--- config.mk ---
export PLATFORM = sky130hd
export DESIGN_NAME = irda_rx_demod
export DESIGN_NICKNAME = d
export VERILOG_FILES = /design/src/rtl/irda_pkg.sv /design/src/rtl/irda_ctrl_reg.sv /design/src/rtl/irda_prescaler.sv /design/src/rtl/irda_sync.sv /design/src/rtl/irda_pulse_det.sv /design/src/rtl/irda_rx_demod.sv
export SDC_FILE = /design/constraint.sdc
export NUM_CORES = 1
export LEC_CHECK = 0
export ABC_AREA = 1
export BUFFER_PORTS_ARGS = -buffer_cell sky130_fd_sc_hd__buf_2
export CAP_MARGIN = 20
export CORE_ASPECT_RATIO = 0.9
export CORE_UTILIZATION = 50
export DETAILED_ROUTE_END_ITERATION = 8
export PLACE_DENSITY = 0.75
export SLEW_MARGIN = 20
export SYNTH_ARGS = -nofsm -noshare
export SYNTH_HDL_FRONTEND = slang
export SYNTH_SLANG_ARGS = --single-unit
--- constraint.sdc ---
create_clock -name clk_i -period 1.9 [get_ports clk_i]
set_clock_uncertainty 0.1 [all_clocks]
set_input_delay 0.285 -clock clk_i [delete_from_list [all_inputs] [get_ports clk_i]]
set_output_delay 0.285 -clock clk_i [all_outputs]
set_load 0.005 [all_outputs]
--- src/rtl/irda_pkg.sv ---
package irda_pkg;
  localparam int unsigned SEL_W = 3;
  localparam int unsigned DIV_W = (1 << SEL_W) - 1;  // prescaler width, taps up to /2^DIV_W
  localparam int unsigned REG_W = 8;
  localparam int unsigned SEL_LSB = 4;
  localparam int unsigned MODE_BIT = 0;

  typedef struct packed {
    logic [SEL_W-1:0] sel;
    logic             mode;
  } irda_cfg_t;

  localparam irda_cfg_t CFG_RST = '{sel: '0, mode: 1'b0};
endpackage

--- src/rtl/irda_ctrl_reg.sv ---
module irda_ctrl_reg
  import irda_pkg::*;
(
  input  logic             clk_i,
  input  logic             rst_ni,
  input  logic             wr_i,
  input  logic [REG_W-1:0] wdata_i,
  output logic [REG_W-1:0] rdata_o,
  output irda_cfg_t        cfg_o,
  output logic             cfg_clr_o
);
  irda_cfg_t cfg_q, cfg_d;

  always_comb begin
    cfg_d.sel  = wdata_i[SEL_LSB +: SEL_W];
    cfg_d.mode = wdata_i[MODE_BIT];
  end

  always_ff @(posedge clk_i or negedge rst_ni) begin
    if (!rst_ni)   cfg_q <= CFG_RST;
    else if (wr_i) cfg_q <= cfg_d;
  end

  // reconfiguration clears detector in the same edge the fields update
  assign cfg_clr_o = wr_i && (cfg_d != cfg_q);

  always_comb begin
    rdata_o                       = '0;
    rdata_o[SEL_LSB +: SEL_W]     = cfg_q.sel;
    rdata_o[MODE_BIT]             = cfg_q.mode;
  end

  assign cfg_o = cfg_q;
endmodule

--- src/rtl/irda_prescaler.sv ---
module irda_prescaler
  import irda_pkg::*;
(
  input  logic             clk_i,
  input  logic             rst_ni,
  input  logic [SEL_W-1:0] sel_i,
  output logic             tick_o
);
  logic [DIV_W-1:0] cnt_q;
  logic [DIV_W-1:0] mask;

  always_ff @(posedge clk_i or negedge rst_ni) begin
    if (!rst_ni) cnt_q <= '0;
    else         cnt_q <= cnt_q + DIV_W'(1);
  end

  // low sel bits all ones -> one tick every 2^sel clocks; sel 0 ticks always
  assign mask   = (DIV_W'(1) << sel_i) - DIV_W'(1);
  assign tick_o = (cnt_q & mask) == mask;
endmodule

--- src/rtl/irda_sync.sv ---
module irda_sync #(
  parameter int unsigned STAGES = 2
) (
  input  logic clk_i,
  input  logic rst_ni,
  input  logic d_i,
  output logic q_o
);
  logic [STAGES-1:0] st_q;

  for (genvar g = 0; g < STAGES; g++) begin : g_stage
    always_ff @(posedge clk_i or negedge rst_ni) begin
      if (!rst_ni) st_q[g] <= 1'b1;
      else if (g == 0) st_q[g] <= d_i;
      else st_q[g] <= st_q[(g == 0) ? 0 : g-1];
    end
  end

  assign q_o = st_q[STAGES-1];
endmodule

--- src/rtl/irda_pulse_det.sv ---
module irda_pulse_det #(
  parameter int unsigned BIT_CLKS = 16
) (
  input  logic clk_i,
  input  logic rst_ni,
  input  logic tick_i,
  input  logic rx_s_i,
  input  logic clr_i,
  output logic dem_o
);
  localparam int unsigned HOLD_W = $clog2(BIT_CLKS + 1);
  localparam logic [1:0]  CNT_SAT = 2'd2;

  logic [1:0]        lo_cnt_q;
  logic [HOLD_W-1:0] hold_q;
  logic              dem_q;
  logic              fire;

  // second consecutive low sample validates the pulse; saturation gives one bit per pulse
  assign fire = tick_i && !rx_s_i && (lo_cnt_q == 2'd1);

  always_ff @(posedge clk_i or negedge rst_ni) begin
    if (!rst_ni)                 lo_cnt_q <= '0;
    else if (clr_i)              lo_cnt_q <= '0;
    else if (tick_i) begin
      if (rx_s_i)                lo_cnt_q <= '0;
      else if (lo_cnt_q != CNT_SAT) lo_cnt_q <= lo_cnt_q + 2'd1;
    end
  end

  always_ff @(posedge clk_i or negedge rst_ni) begin
    if (!rst_ni) begin
      hold_q <= '0;
      dem_q  <= 1'b1;
    end else if (clr_i) begin
      hold_q <= '0;
      dem_q  <= 1'b1;
    end else if (fire) begin
      hold_q <= HOLD_W'(BIT_CLKS - 1);
      dem_q  <= 1'b0;
    end else if (hold_q != '0) begin
      hold_q <= hold_q - HOLD_W'(1);
    end else begin
      dem_q  <= 1'b1;
    end
  end

  assign dem_o = dem_q;
endmodule

--- src/rtl/irda_rx_demod.sv ---
module irda_rx_demod
  import irda_pkg::*;
#(
  parameter int unsigned BIT_CLKS    = 16,
  parameter int unsigned SYNC_STAGES = 2
) (
  input  logic             clk_i,
  input  logic             rst_ni,
  input  logic             reg_wr_i,
  input  logic [REG_W-1:0] reg_wdata_i,
  output logic [REG_W-1:0] reg_rdata_o,
  input  logic             rx_pin_i,
  output logic             uart_rx_o
);
  irda_cfg_t cfg_q;
  logic      cfg_clr;
  logic      tick;
  logic      rx_sync;
  logic      dem;

  irda_ctrl_reg u_reg (
    .clk_i     (clk_i),
    .rst_ni    (rst_ni),
    .wr_i      (reg_wr_i),
    .wdata_i   (reg_wdata_i),
    .rdata_o   (reg_rdata_o),
    .cfg_o     (cfg_q),
    .cfg_clr_o (cfg_clr)
  );

  irda_prescaler u_pre (
    .clk_i  (clk_i),
    .rst_ni (rst_ni),
    .sel_i  (cfg_q.sel),
    .tick_o (tick)
  );

  irda_sync #(.STAGES(SYNC_STAGES)) u_sync (
    .clk_i  (clk_i),
    .rst_ni (rst_ni),
    .d_i    (rx_pin_i),
    .q_o    (rx_sync)
  );

  irda_pulse_det #(.BIT_CLKS(BIT_CLKS)) u_det (
    .clk_i  (clk_i),
    .rst_ni (rst_ni),
    .tick_i (tick),
    .rx_s_i (rx_sync),
    .clr_i  (cfg_clr),
    .dem_o  (dem)
  );

  assign uart_rx_o = cfg_q.mode ? dem : rx_pin_i;
endmodule

## Word level (Yosys, flattened, before mapping)

Index checks and enable logic that the tools add are counted.

- Register bits after elaboration: 21
- Bits of input ports: 12
- Output and inout port bits: 9
- Logic and storage cells: 39

- Add/sub/neg operators: 4
- Equality and inequality tests: 5
- Shift operators: 1
- Muxes and demuxes: 11
- Bitwise gates (word level): 1
- Reductions and logical operators: 9

Operators by type and width:

| operator | number |
|---|---|
| $mux W5 | 3 |
| $mux W2 | 4 |
| $add A7 B1 Y7 const B | 1 |
| $and A7 B7 Y7 | 1 |
| $eq A7 B7 Y1 | 1 |
| $shl A1 B3 Y7 const A | 1 |
| $sub A7 B2 Y7 const B | 1 |
| $reduce_bool A3 Y1 | 2 |
| $reduce_bool A5 Y1 | 1 |
| $sub A5 B1 Y5 const B | 1 |
| $mux W1 | 4 |
| $ne A4 B4 Y1 | 1 |
| $logic_and A1 B1 Y1 | 3 |
| $ne A3 B2 Y1 const B | 1 |
| $add A2 B1 Y2 const B | 1 |
| $eq A2 B1 Y1 const B | 1 |
| $ne A2 B2 Y1 const B | 1 |
| $reduce_and A2 Y1 | 1 |
| $reduce_bool A2 Y1 | 1 |
| $logic_not A1 Y1 | 1 |

## Longest topological paths before layout

Gate-level depths: netlist of the first run.

- Depth after elaboration: 8
- Gate-level depth with buffers: 13

## Cells and area by module

A second synthesis of the first run with hierarchy kept.

- Cell total of the unflattened synthesis: 157
- Area, all modules: 1213.7 um2

Modules (own cells, without submodules):

| module | times used | cells an instance | area an instance (um2) | sequential area each (um2) |
|---|---|---|---|---|
| irda_pulse_det | 1 | 62 | 483.0 | 201.4 |
| irda_prescaler | 1 | 43 | 367.9 | 175.2 |
| irda_ctrl_reg | 1 | 46 | 295.3 | 100.1 |
| irda_sync | 1 | 2 | 52.6 | 52.6 |
| irda_rx_demod | 1 | 4 | 15.0 | 0.0 |

## Least setup slack after synthesis of the first run

No wires, ideal clock.

- Kind: reg2reg
- Start: reg u_reg.cfg_o[2] (netlist name)
- End: reg u_det.hold_q[0]
- Data arrival time: 1668 ps
- Data required time: 1683 ps
- Path slack: 14 ps
- Stages on the path, launching flop included: 12
- Path buffers: 1
- Cells stage by stage: dfrtp_1 > buf_6 > nor2_4 > nand2_2 > ha_1 > or2_2 > nand3_4 > nor2_4 > nand3_4 > nand2_4 > nand3_1 > nand2_1

- Longest elaborated chain between the ends: 8

RTL lines:

| item | RTL line | text |
|---|---|---|
| $shl A1 B3 Y7 | irda_prescaler.sv:18 | `assign mask = (DIV_W'(1) << sel_i) - DIV_W'(1);` |
| $sub A7 B2 Y7 | irda_prescaler.sv:18 |  |
| $and A7 B7 Y7 | irda_prescaler.sv:19 | `assign tick_o = (cnt_q & mask) == mask;` |
| $eq A7 B7 Y1 | irda_prescaler.sv:19 |  |
| $logic_and A1 B1 Y1 (2 in a row) | irda_pulse_det.sv:20 | `assign fire = tick_i && !rx_s_i && (lo_cnt_q == 2'd1);` |
| $mux W5 | irda_pulse_det.sv:38 | `end else if (fire) begin` |
| $mux W5 | irda_pulse_det.sv:35 | `end else if (clr_i) begin` |
| end signal, assigned | irda_pulse_det.sv:39 | `hold_q <= HOLD_W'(BIT_CLKS - 1);` |
| end signal, assigned | irda_pulse_det.sv:42 | `hold_q <= hold_q - HOLD_W'(1);` |
| end, declared | irda_pulse_det.sv:15 | `logic [HOLD_W-1:0] hold_q;` |

Parallel ways exist; a longest one is shown, timed or not.
A chain may end at the register's enable or synchronous reset.

## Worst setup path in the final report of the first run

- Start: reg u_reg.cfg_o[1] (netlist name)
- End: reg u_det.lo_cnt_q[1]

- Longest elaborated chain between the ends: 6

RTL lines:

| item | RTL line | text |
|---|---|---|
| $shl A1 B3 Y7 | irda_prescaler.sv:18 |  |
| $sub A7 B2 Y7 | irda_prescaler.sv:18 |  |
| $and A7 B7 Y7 | irda_prescaler.sv:19 |  |
| $eq A7 B7 Y1 | irda_prescaler.sv:19 |  |
| $reduce_bool A2 Y1 (no source line) | n/a |  |
| $reduce_and A2 Y1 (no source line) | n/a |  |
| end signal, assigned | irda_pulse_det.sv:27 | `else if (lo_cnt_q != CNT_SAT) lo_cnt_q <= lo_cnt_q + 2'd1;` |
| end, declared | irda_pulse_det.sv:14 | `logic [1:0] lo_cnt_q;` |

Parallel ways exist; a longest one is shown, timed or not.

==> metrics.yaml, run 1 <==
status: "complete, no violations"
crit_top_cell: "nand2_1"
drc: 0
drtPass1Iterations: 5
syn_to_final_growth_pct: 14.1
port-buffer-count: 12
die_x_um: 56.0
vias_per_cell: 5.19
ys_seq_area_share_pct: 40.3
cpLargestDelayFamily: "simple AND/OR/NAND/NOR gates"
reg2reg_slack_ns: 0.05
timing.hold.ws_ns: 0.109
ant_nets: 0
period_needed_ns: 1.85
cp.required_ns: 2.01
yosys.area_share.adder_pct: 5.71
rsz0062_at_grt: "yes"
grt_pass1_wl_um: 4170
antenna_found_initial: 0
hpwl_um: 1830
synth-simple-area-share_pct: 29.9
drt-initial-drc-count: 24
vias: 1013
track_usage_pct: 19.5
cts_buffers: 3
drt_wl_total_um: 2470
synth-edff-count: 0
start_util_pct: 53.2
finalHoldViolCount: 0
cp_max_fo: 5
critPathBufInv: 2
synthFlopType: "dfrtp_1"
netlist_instances: 147
clk_latency_ns: 0.30
ys_ff_latch: 21
slew_violations: 0
tritoncts: "yes"
p_total_mw: 1.27
syn_area_sq_um: 1310
final_cell_mix: "24 x nand2_1, 17 x inv_1, 17 x dfrtp_1"
async_reset_ff_share_pct: 100
io_pins: 21
drv_cap: 0
layout_commonest_cell: "nand2_1"
cp-end-kind: "register"
peakVddDrop_v: 0.000730
clockBufferDepth: 2
synth_top_family_by_area: "simple AND/OR/NAND/NOR gates"
max_stage_delay_ns: 0.45
layout.nets: 186
synth_compound_area_share_pct: 4.29
synth_cell_type_count: 30
first_global_vias: 984
core_sq_um: 2470
gp_congestion: 0.770
row_count: 17
total_leakage_power_nw: 0.738
antenna_cells: 0
clock.fmax_ghz: 0.541
cts-root-buf: "clkbuf_4"
hp-class: "primary input to register"
criticalPathCategory: "register to register"
pwr_density_cell_nw_per_um2: 849
cts.sinks: 21
synthMuxAreaShare_pct: 0
synthXorXnorAreaFrac_pct: 8.00
grt.overflow.total: 0
die_area_sq_um: 2840
worst_path_max_delay_cell: "dfrtp_2"
crit_chain: "buf_4 > nand3_2 > ha_4 > inv_2 > nor2_1 > nor2_4 > nor3_4 > nand2_1 > nand3_1 > nand2_1"
crit_arrival_ns: 1.96
die-height_um: 50.6
synth_area_per_cell_sq_um: 8.94
ys_warn_count: 0
wl_per_cell_um: 12.6
clk_pin_slew_ns: 0.11
finalSetupViolCount: 0
startpoint_type: "register"
drive_above_1_share_pct: 30.5
h-tree-depth: 1
grt_max_degree: 22
period_share_pct: 97.4
worst register-to-register path, stage by stage (launching register included):
cell,delay [ns]
dfrtp_2,0.45
buf_4,0.14
nand3_2,0.09
ha_4,0.17
inv_2,0.04
nor2_1,0.21
nor2_4,0.09
nor3_4,0.21
nand2_1,0.12
nand3_1,0.09
nand2_1,0.05
logic make-up after synthesis:
family | after synthesis
flip-flops | 21
other | 1
AND/OR/NAND/NOR | 68
buffers and inverters | 30
XOR/XNOR | 12
adder cells (fa/ha/maj) | 6
AO/OA/AOI/OAI | 9
cells in the mapped netlist, types with 2 or more instances:
library cell	number	area (sq um)
buf_4	5	37.5
nor2_1	7	26.3
buf_6	2	22.5
nand2_2	4	25.0
nor2_4	2	22.5
dfrtp_1	18	450
ha_1	6	75.1
nand3_4	2	35.0
nand2_1	25	93.8
inv_2	3	11.3
a21oi_1	3	15.0
inv_1	18	67.6
nand4_1	7	43.8
xnor2_1	4	35.0
xor2_1	8	70.1
nand3_1	14	70.1
dfstp_2	3	78.8
o21ai_0	4	20.0
per-stage QoR:
stage / TNS [ns] / cell area (sq um) / setup WS (ns) / instances / util [%]
global route: -0.164 / 1500 / -0.0551 / 195 / 60.8
CTS: 0 / 1450 / 0.0156 / 194 / 58.9
floorplan: 0 / 1330 / 0.0145 / 150 / -
detailed placement: -0.000364 / 1390 / -0.000364 / 187 / 56.5
global placement: 0 / 1390 / 0.0282 / 187 / 56.5
finish: 0 / 1500 / 0.0502 / 195 / 60.8
area by class of cell:
cell class	instances	area [sq um]
Sequential cell	21	531
Multi-Input combinational cell	99	684
Timing Repair Buffer	21	133
Inverter	22	90.1
Tap cell	28	35.0
Clock buffer	4	26.3
Fill cell	208	968
final timing paths:
kind | cells past startpoint | end | start
min in group asynchronous | 2 | u_pre.cnt_q[0] | rst_ni
min | 3 | u_reg.cfg_o[1] | reg_wdata_i[4]
min reg2reg | 0 | u_sync.q_o | u_sync.st_q[0]
max reg2reg | 10 | u_det.lo_cnt_q[1] | u_reg.cfg_o[1]
max in group asynchronous | 2 | u_sync.q_o | rst_ni
max | 10 | u_det.lo_cnt_q[1] | u_reg.cfg_o[1]
registers in the layout, summed over array words and instances, names as in the netlist:
name	flops
u_pre.cnt_q	7
u_sync.st_q	1
u_det.dem_o	1
u_det.hold_q	5
u_sync.q_o	1
u_det.lo_cnt_q	2
u_reg.cfg_o	4
layer usage:
| layer | vias up | track usage (%) | wire (um) |
|---|---|---|---|
| met3 | 5 | 3.35 | 88 |
| li1 | 502 | - | - |
| met2 | 25 | 35.9 | 1310 |
| met5 | - | 0 | 0 |
| met4 | 0 | 8.54 | 43 |
| met1 | 481 | 22.2 | 1030 |
where the power goes:
part	switching [mW]	internal, mW	leakage, nW	total (mW)
clock network	0.130	0.0820	0.0150	0.212
registers	0.0498	0.499	0.255	0.549
logic	0.294	0.217	0.467	0.511
total	0.474	0.798	0.738	1.27
timing repair:
item                                    CTS  global route
buffers inserted                          1             1
gates resized for setup                   2            10
hold buffers                              2             0
pin swaps                                 5            11
endpoints found under the setup margin    5             6
gates cloned                              0             0
endpoints found under the hold margin    19             0
Note: power is estimated with default switching activity, not from simulation.
==> inputs of run 2 (changes only) <==
- BUFFER_PORTS_ARGS: -buffer_cell sky130_fd_sc_hd__buf_2 -> unset
- CORE_UTILIZATION: 50 -> 55
- DONT_BUFFER_PORTS: unset -> 1
- GPL_TIMING_DRIVEN: unset -> 0
- PLACE_DENSITY: 0.75 -> 0.73
==> metrics.yaml, run 2 (synthesis gave the netlist of run 1 again) <==
core_sq_um: 2220  # was 2470 sq um
cts_buffers: 3  # unchanged
cts-root-buf: "clkbuf_4"  # unchanged
fin_cells: 191  # was 195
hp-class: "primary input to register"  # unchanged
criticalPathCategory: "register to register"  # unchanged
reg2reg_slack_ns: -0.02  # was 0.05 ns
crit_top_cell: "nand2_2"  # was nand2_1
hp-start: "reg_wdata_i[5]"  # was reg_wdata_i[4]
total_leakage_power_nw: 0.734  # was 0.738 nW
final_cell_mix: "18 x nand2_1, 17 x inv_1, 17 x dfrtp_1"  # was 24 x nand2_1, 17 x inv_1, 17 x dfrtp_1
crit_arrival_ns: 2.03  # was 1.96 ns
r2r-start: "u_reg.cfg_o[1]"  # unchanged
ant_nets: 0  # unchanged
p_total_mw: 1.33  # was 1.27 mW
layout.nets: 183  # was 186
antenna_cells: 0  # unchanged
period_needed_ns: 1.92  # was 1.85 ns
status: "finished, violations left"  # was complete, no violations
pwr_density_cell_nw_per_um2: 861  # was 849 nW/um^2
hpwl_um: 1790  # was 1830 um
clk_pin_slew_ns: 0.14  # was 0.11 ns
crit_chain: "nor2_4 > nand2_2 > ha_4 > or2_4 > nand3_4 > nor3_4 > nand2_2 > nand3_2 > nand2_1"  # was buf_4 > nand3_2 > ha_4 > inv_2 > nor2_1 > nor2_4 > nor3_4 > nand2_1 > nand3_1 > nand2_1
clk_latency_ns: 0.32  # was 0.30 ns
largest_reg_flops: 7  # unchanged
peakVddDrop_v: 0.000824  # was 0.000730 V
drt_wl_total_um: 2590  # was 2470 um
clock.fmax_ghz: 0.521  # was 0.541 GHz
rsz0062_at_grt: "yes"  # unchanged
worst_path_max_delay_cell: "dfrtp_2"  # unchanged
drtPass1Iterations: 6  # was 5
io_pins: 21  # unchanged
finalHoldViolCount: 0  # unchanged
gp_congestion: 0.789  # was 0.770
track_usage_pct: 23.0  # was 19.5%
port-buffer-count: 0  # was 12
min_delay_path_depth: 2  # was 3
wl_per_cell_um: 13.6  # was 12.6 um
cpLargestDelayFamily: "simple AND/OR/NAND/NOR gates"  # unchanged
cp-end-kind: "register"  # unchanged
die-height_um: 48.4  # was 50.6 um
cts.sinks: 21  # unchanged
cp.required_ns: 2.01  # about the same
critPathBufInv: 0  # was 2
drc: 0  # unchanged
grt_pass1_wl_um: 4250  # was 4170 um
reg2reg_depth: 9  # was 10
final_cell_area_sq_um: 1550  # was 1500 sq um
max_stage_delay_ns: 0.51  # was 0.45 ns
antenna_found_initial: 0  # unchanged
start_util_pct: 59.1  # was 53.2%
first_global_vias: 997  # was 984
drt-initial-drc-count: 11  # was 24
drv_cap: 0  # unchanged
slew_violations: 0  # unchanged
fin_ws_ns: -0.0204  # was 0.0502 ns
top_register: "u_pre.cnt_q"  # unchanged
finalSetupViolCount: 3  # was 0
clockBufferDepth: 2  # unchanged
cp_max_fo: 5  # unchanged
drive_above_1_share_pct: 33.5  # was 30.5%
finish.utilization_pct: 69.7  # was 60.8%
die_x_um: 53.5  # was 56.0 um
dp_cells: 177  # was 187
grt_max_degree: 22  # unchanged
row_count: 16  # was 17
vias: 1016  # was 1013
grt.overflow.total: 0  # unchanged
vias_per_cell: 5.32  # was 5.19
holdPathEnd: "u_reg.cfg_o[2]"  # was u_reg.cfg_o[1]
h-tree-depth: 1  # unchanged
tritoncts: "yes"  # unchanged
die_area_sq_um: 2590  # was 2840 sq um
placed_cell_area_sq_um: 1360  # was 1390 sq um
layout_commonest_cell: "nand2_1"  # unchanged
period_share_pct: 101  # was 97.4%
startpoint_type: "register"  # unchanged
syn_to_final_growth_pct: 17.8  # was 14.1%
finalSetupTns_ns: -0.0406  # was 0 ns
regToRegEndpoint: "u_det.lo_cnt_q[1]"  # unchanged
violations: "setup timing"
[run 2: cell count changes in the layout (fill, tap and decap cells not counted), sizes merged]
cell / delta
buf: -6
clkinvlp: +1
dlygate4sd3: +2
[run 2: stage by stage]
step / setup WS (ns) / hold slack [ns]
after floorplan: 0.0145 / -0.111
after global placement: -0.0783 / -0.110
after detailed placement: -0.113 / -0.110
after CTS: 0.00218 / 0.0201
after global routing: -0.121 / 0.0399
final: -0.0204 / 0.0295
[run 2: power by group]
| group | internal [mW] | switching [mW] | total (mW) |
|---|---|---|---|
| clock network | 0.0806 | 0.152 | 0.233 |
| logic | 0.233 | 0.320 | 0.553 |
| registers | 0.499 | 0.0494 | 0.548 |
| total | 0.812 | 0.521 | 1.33 |
[run 2: worst max-delay path by stage]
stage | start | endpoint | slack, ns | cells past startpoint
floorplan | u_reg.cfg_o[2] | u_det.hold_q[0] | 0.01 | 11
global placement | u_reg.cfg_o[2] | u_det.hold_q[0] | -0.08 | 11
detailed placement | u_reg.cfg_o[2] | u_det.hold_q[1] | -0.11 | 11
CTS | u_reg.cfg_o[2] | u_det.hold_q[3] | 0.002 | 11
global route | u_reg.cfg_o[1] | u_det.lo_cnt_q[1] | -0.12 | 9
finish | u_reg.cfg_o[1] | u_det.lo_cnt_q[1] | -0.02 | 9
[run 2: worst register-to-register path, delay by kind of cell (launching register included)]
kind / cells / cell delay (ns)
adder cells (fa/ha/maj): 1 / 0.26
AND/OR/NAND/NOR: 8 / 0.94
flip-flops: 1 / 0.51
[run 2: final cells by class]
cell class | count | area (sq um)
Buffer | 8 | 63.8
Clock buffer | 3 | 22.5
Clock inverter | 1 | 7.51
Fill cell | 166 | 674
Inverter | 22 | 90.1
Multi-Input combinational cell | 99 | 717
Sequential cell | 21 | 531
Tap cell | 27 | 33.8
Timing Repair Buffer | 10 | 82.6
[run 2: routing by layer]
metal	global-route usage [%]	wire (um)	share of wire [%]
met1	29.5	1130	44
met2	35.8	1240	48
met3	9.12	187	7.2
met4	5.70	34	1.3
met5	0	0	0
[run 2: timing repair]
item	4_1_cts	5_1_grt
pin swaps	13	10
endpoints found under the setup margin	8	8
endpoints found under the hold margin	24	18
resized for setup	12	9
hold buffers	4	1
cloned	0	0
buffers inserted	5	0
==> inputs of run 3 (changes only) <==
- CORE_MARGIN: unset -> 5
- CORE_UTILIZATION: 55 -> 50
- MAX_ROUTING_LAYER: unset -> met4
- PLACE_DENSITY: 0.73 -> 0.68
==> metrics.yaml, run 3 (synthesis gave the netlist of run 1 again) <==
finalSetupTns_ns: -0.0273  # was -0.0406 ns
io_pins: 21  # unchanged
p_total_mw: 1.29  # was 1.33 mW
clkPwrFrac_pct: 17.0  # was 17.4%
vias: 1021  # was 1016
syn_to_final_growth_pct: 19.0  # was 17.8%
placed_cell_area_sq_um: 1360  # about the same
cts_buffers: 3  # unchanged
finalSetupViolCount: 2  # was 3
startpoint_type: "register"  # unchanged
first_global_vias: 1077  # was 997
criticalPathCategory: "register to register"  # unchanged
drt_wl_total_um: 2590  # about the same
vias_per_cell: 5.26  # was 5.32
pwr_density_cell_nw_per_um2: 826  # was 861 nW/um^2
layout.nets: 185  # was 183
crit_arrival_ns: 2.02  # was 2.03 ns
antenna_found_initial: 0  # unchanged
drv_cap: 0  # unchanged
rsz0062_at_grt: "yes"  # unchanged
gp_congestion: 0.825  # was 0.789
drive_above_1_share_pct: 33.7  # was 33.5%
row_count: 17  # was 16
die-height_um: 58.6  # was 48.4 um
start_util_pct: 52.8  # was 59.1%
hpwl_um: 1810  # was 1790 um
clk_latency_ns: 0.30  # was 0.32 ns
clockBufferDepth: 2  # unchanged
track_usage_pct: 16.1  # was 23.0%
die_area_sq_um: 3750  # was 2590 sq um
largest_reg_flops: 7  # unchanged
cts.sinks: 21  # unchanged
violations: "setup timing"  # unchanged
grt_max_degree: 22  # unchanged
min_delay_path_depth: 2  # unchanged
cp.required_ns: 2.00  # was 2.01 ns
wl_per_cell_um: 13.3  # was 13.6 um
switching_share_pct: 37.8  # was 39.1%
grt_pass1_wl_um: 4690  # was 4250 um
combPwrFrac_pct: 40.5  # was 41.4%
final_cell_area_sq_um: 1560  # was 1550 sq um
period_needed_ns: 1.92  # about the same
status: "finished, violations left"  # unchanged
cp-end-kind: "register"  # unchanged
globalRouteMet2Util_pct: 23.8  # was 35.8%
dp_cells: 178  # was 177
met1_usage_pct: 22.1  # was 29.5%
layout_commonest_cell: "nand2_1"  # unchanged
total_leakage_power_nw: 0.745  # was 0.734 nW
top_usage_layer: "met2"  # unchanged
clock.fmax_ghz: 0.521  # about the same
met3_usage_pct: 2.67  # was 9.12%
drc: 0  # unchanged
slew_violations: 0  # unchanged
clk_pin_slew_ns: 0.12  # was 0.14 ns
p_int_mw: 0.803  # was 0.812 mW
port-buffer-count: 0  # unchanged
core_sq_um: 2490  # was 2220 sq um
reg2reg_depth: 10  # was 9
pre_cts_ws_ns: -0.111  # was -0.113 ns
final_cell_mix: "19 x nand2_1, 17 x inv_1, 17 x dfrtp_1"  # was 18 x nand2_1, 17 x inv_1, 17 x dfrtp_1
drt-initial-drc-count: 15  # was 11
grt.overflow.total: 0  # unchanged
tritoncts: "yes"  # unchanged
seq_power_share_pct: 42.5  # was 41.1%
period_share_pct: 101  # about the same
top_register: "u_pre.cnt_q"  # unchanged
hp-class: "primary input to register"  # unchanged
h-tree-depth: 1  # unchanged
fin_ws_ns: -0.0185  # was -0.0204 ns
cts-root-buf: "clkbuf_4"  # unchanged
fillers: 202  # was 166
die_x_um: 64.0  # was 53.5 um
drtPass1Iterations: 4  # was 6
ant_nets: 0  # unchanged
peakVddDrop_v: 0.000696  # was 0.000824 V
cp_max_fo: 5  # unchanged
finalHoldViolCount: 0  # unchanged
antenna_cells: 0  # unchanged
fin_cells: 194  # was 191
p_sw_mw: 0.489  # was 0.521 mW
==> run 3: power by group through the flow <==
stage / clock network [mW] / registers, mW / logic (mW)
finish: 0.219 / 0.549 / 0.523
global route: 0.251 / 0.557 / 0.587
CTS: 0.226 / 0.548 / 0.504
detailed placement: 0 / 0.557 / 0.449
global placement: 0 / 0.553 / 0.432
floorplan: 0 / 0.547 / 0.386
==> run 3: critical path: stages (launching register included) <==
cell and delay, ns:
dfrtp_1 0.43, buf_6 0.15, nor2_4 0.08, nand2_2 0.08, ha_4 0.26, or2_4 0.11
nand3_4 0.10, nor3_4 0.29, nand2_2 0.11, nand3_2 0.07, nand2_1 0.05
==> run 3: stage by stage <==
step	util, %	hold WS [ns]
finish	62.8	0.0136
global route	62.8	0.0235
CTS	60.1	0.0131
detailed placement	54.7	-0.110
global placement	54.7	-0.110
floorplan	-	-0.111
==> run 3: cell type report <==
type | count | area, sq um | share of cell area, %
inverter | 22 | 92.6 | 5.92
tap | 28 | 35.0 | 2.24
buffer | 8 | 63.8 | 4.08
multi-input combinational | 99 | 717 | 45.8
timing repair buffer | 12 | 98.8 | 6.32
clock buffer | 4 | 26.3 | 1.68
sequential | 21 | 531 | 33.9
==> run 3: worst paths after layout <==
check | from | to | slack (ns)
worst max-delay path | u_reg.cfg_o[2] | u_det.lo_cnt_q[0] | -0.02
worst min-delay path | reg_wdata_i[0] | u_reg.cfg_o[0] | 0.01
worst max register to register | u_reg.cfg_o[2] | u_det.lo_cnt_q[0] | -0.02
worst min register to register | u_sync.st_q[0] | u_sync.q_o | 0.26
max in group asynchronous | rst_ni | u_sync.st_q[0] | 1.00
min in group asynchronous | rst_ni | u_pre.cnt_q[1] | 0.35
==> run 3: layer usage <==
metal,routed length [um],part of all wire [%],vias to the layer above
li1,-,-,498
met1,1270,49,485
met2,1140,44,32
met3,153,5.9,6
met4,32,1.2,0
met5,0,0,-
==> run 3: timing repair <==
item / CTS / global route
hold endpoints to repair: 23 / 18
hold buffers: 3 / 1
endpoints found under the setup margin: 8 / 8
gates resized for setup: 10 / 11
pin swaps: 14 / 6
buffers inserted: 5 / 3
cloned: 0 / 0
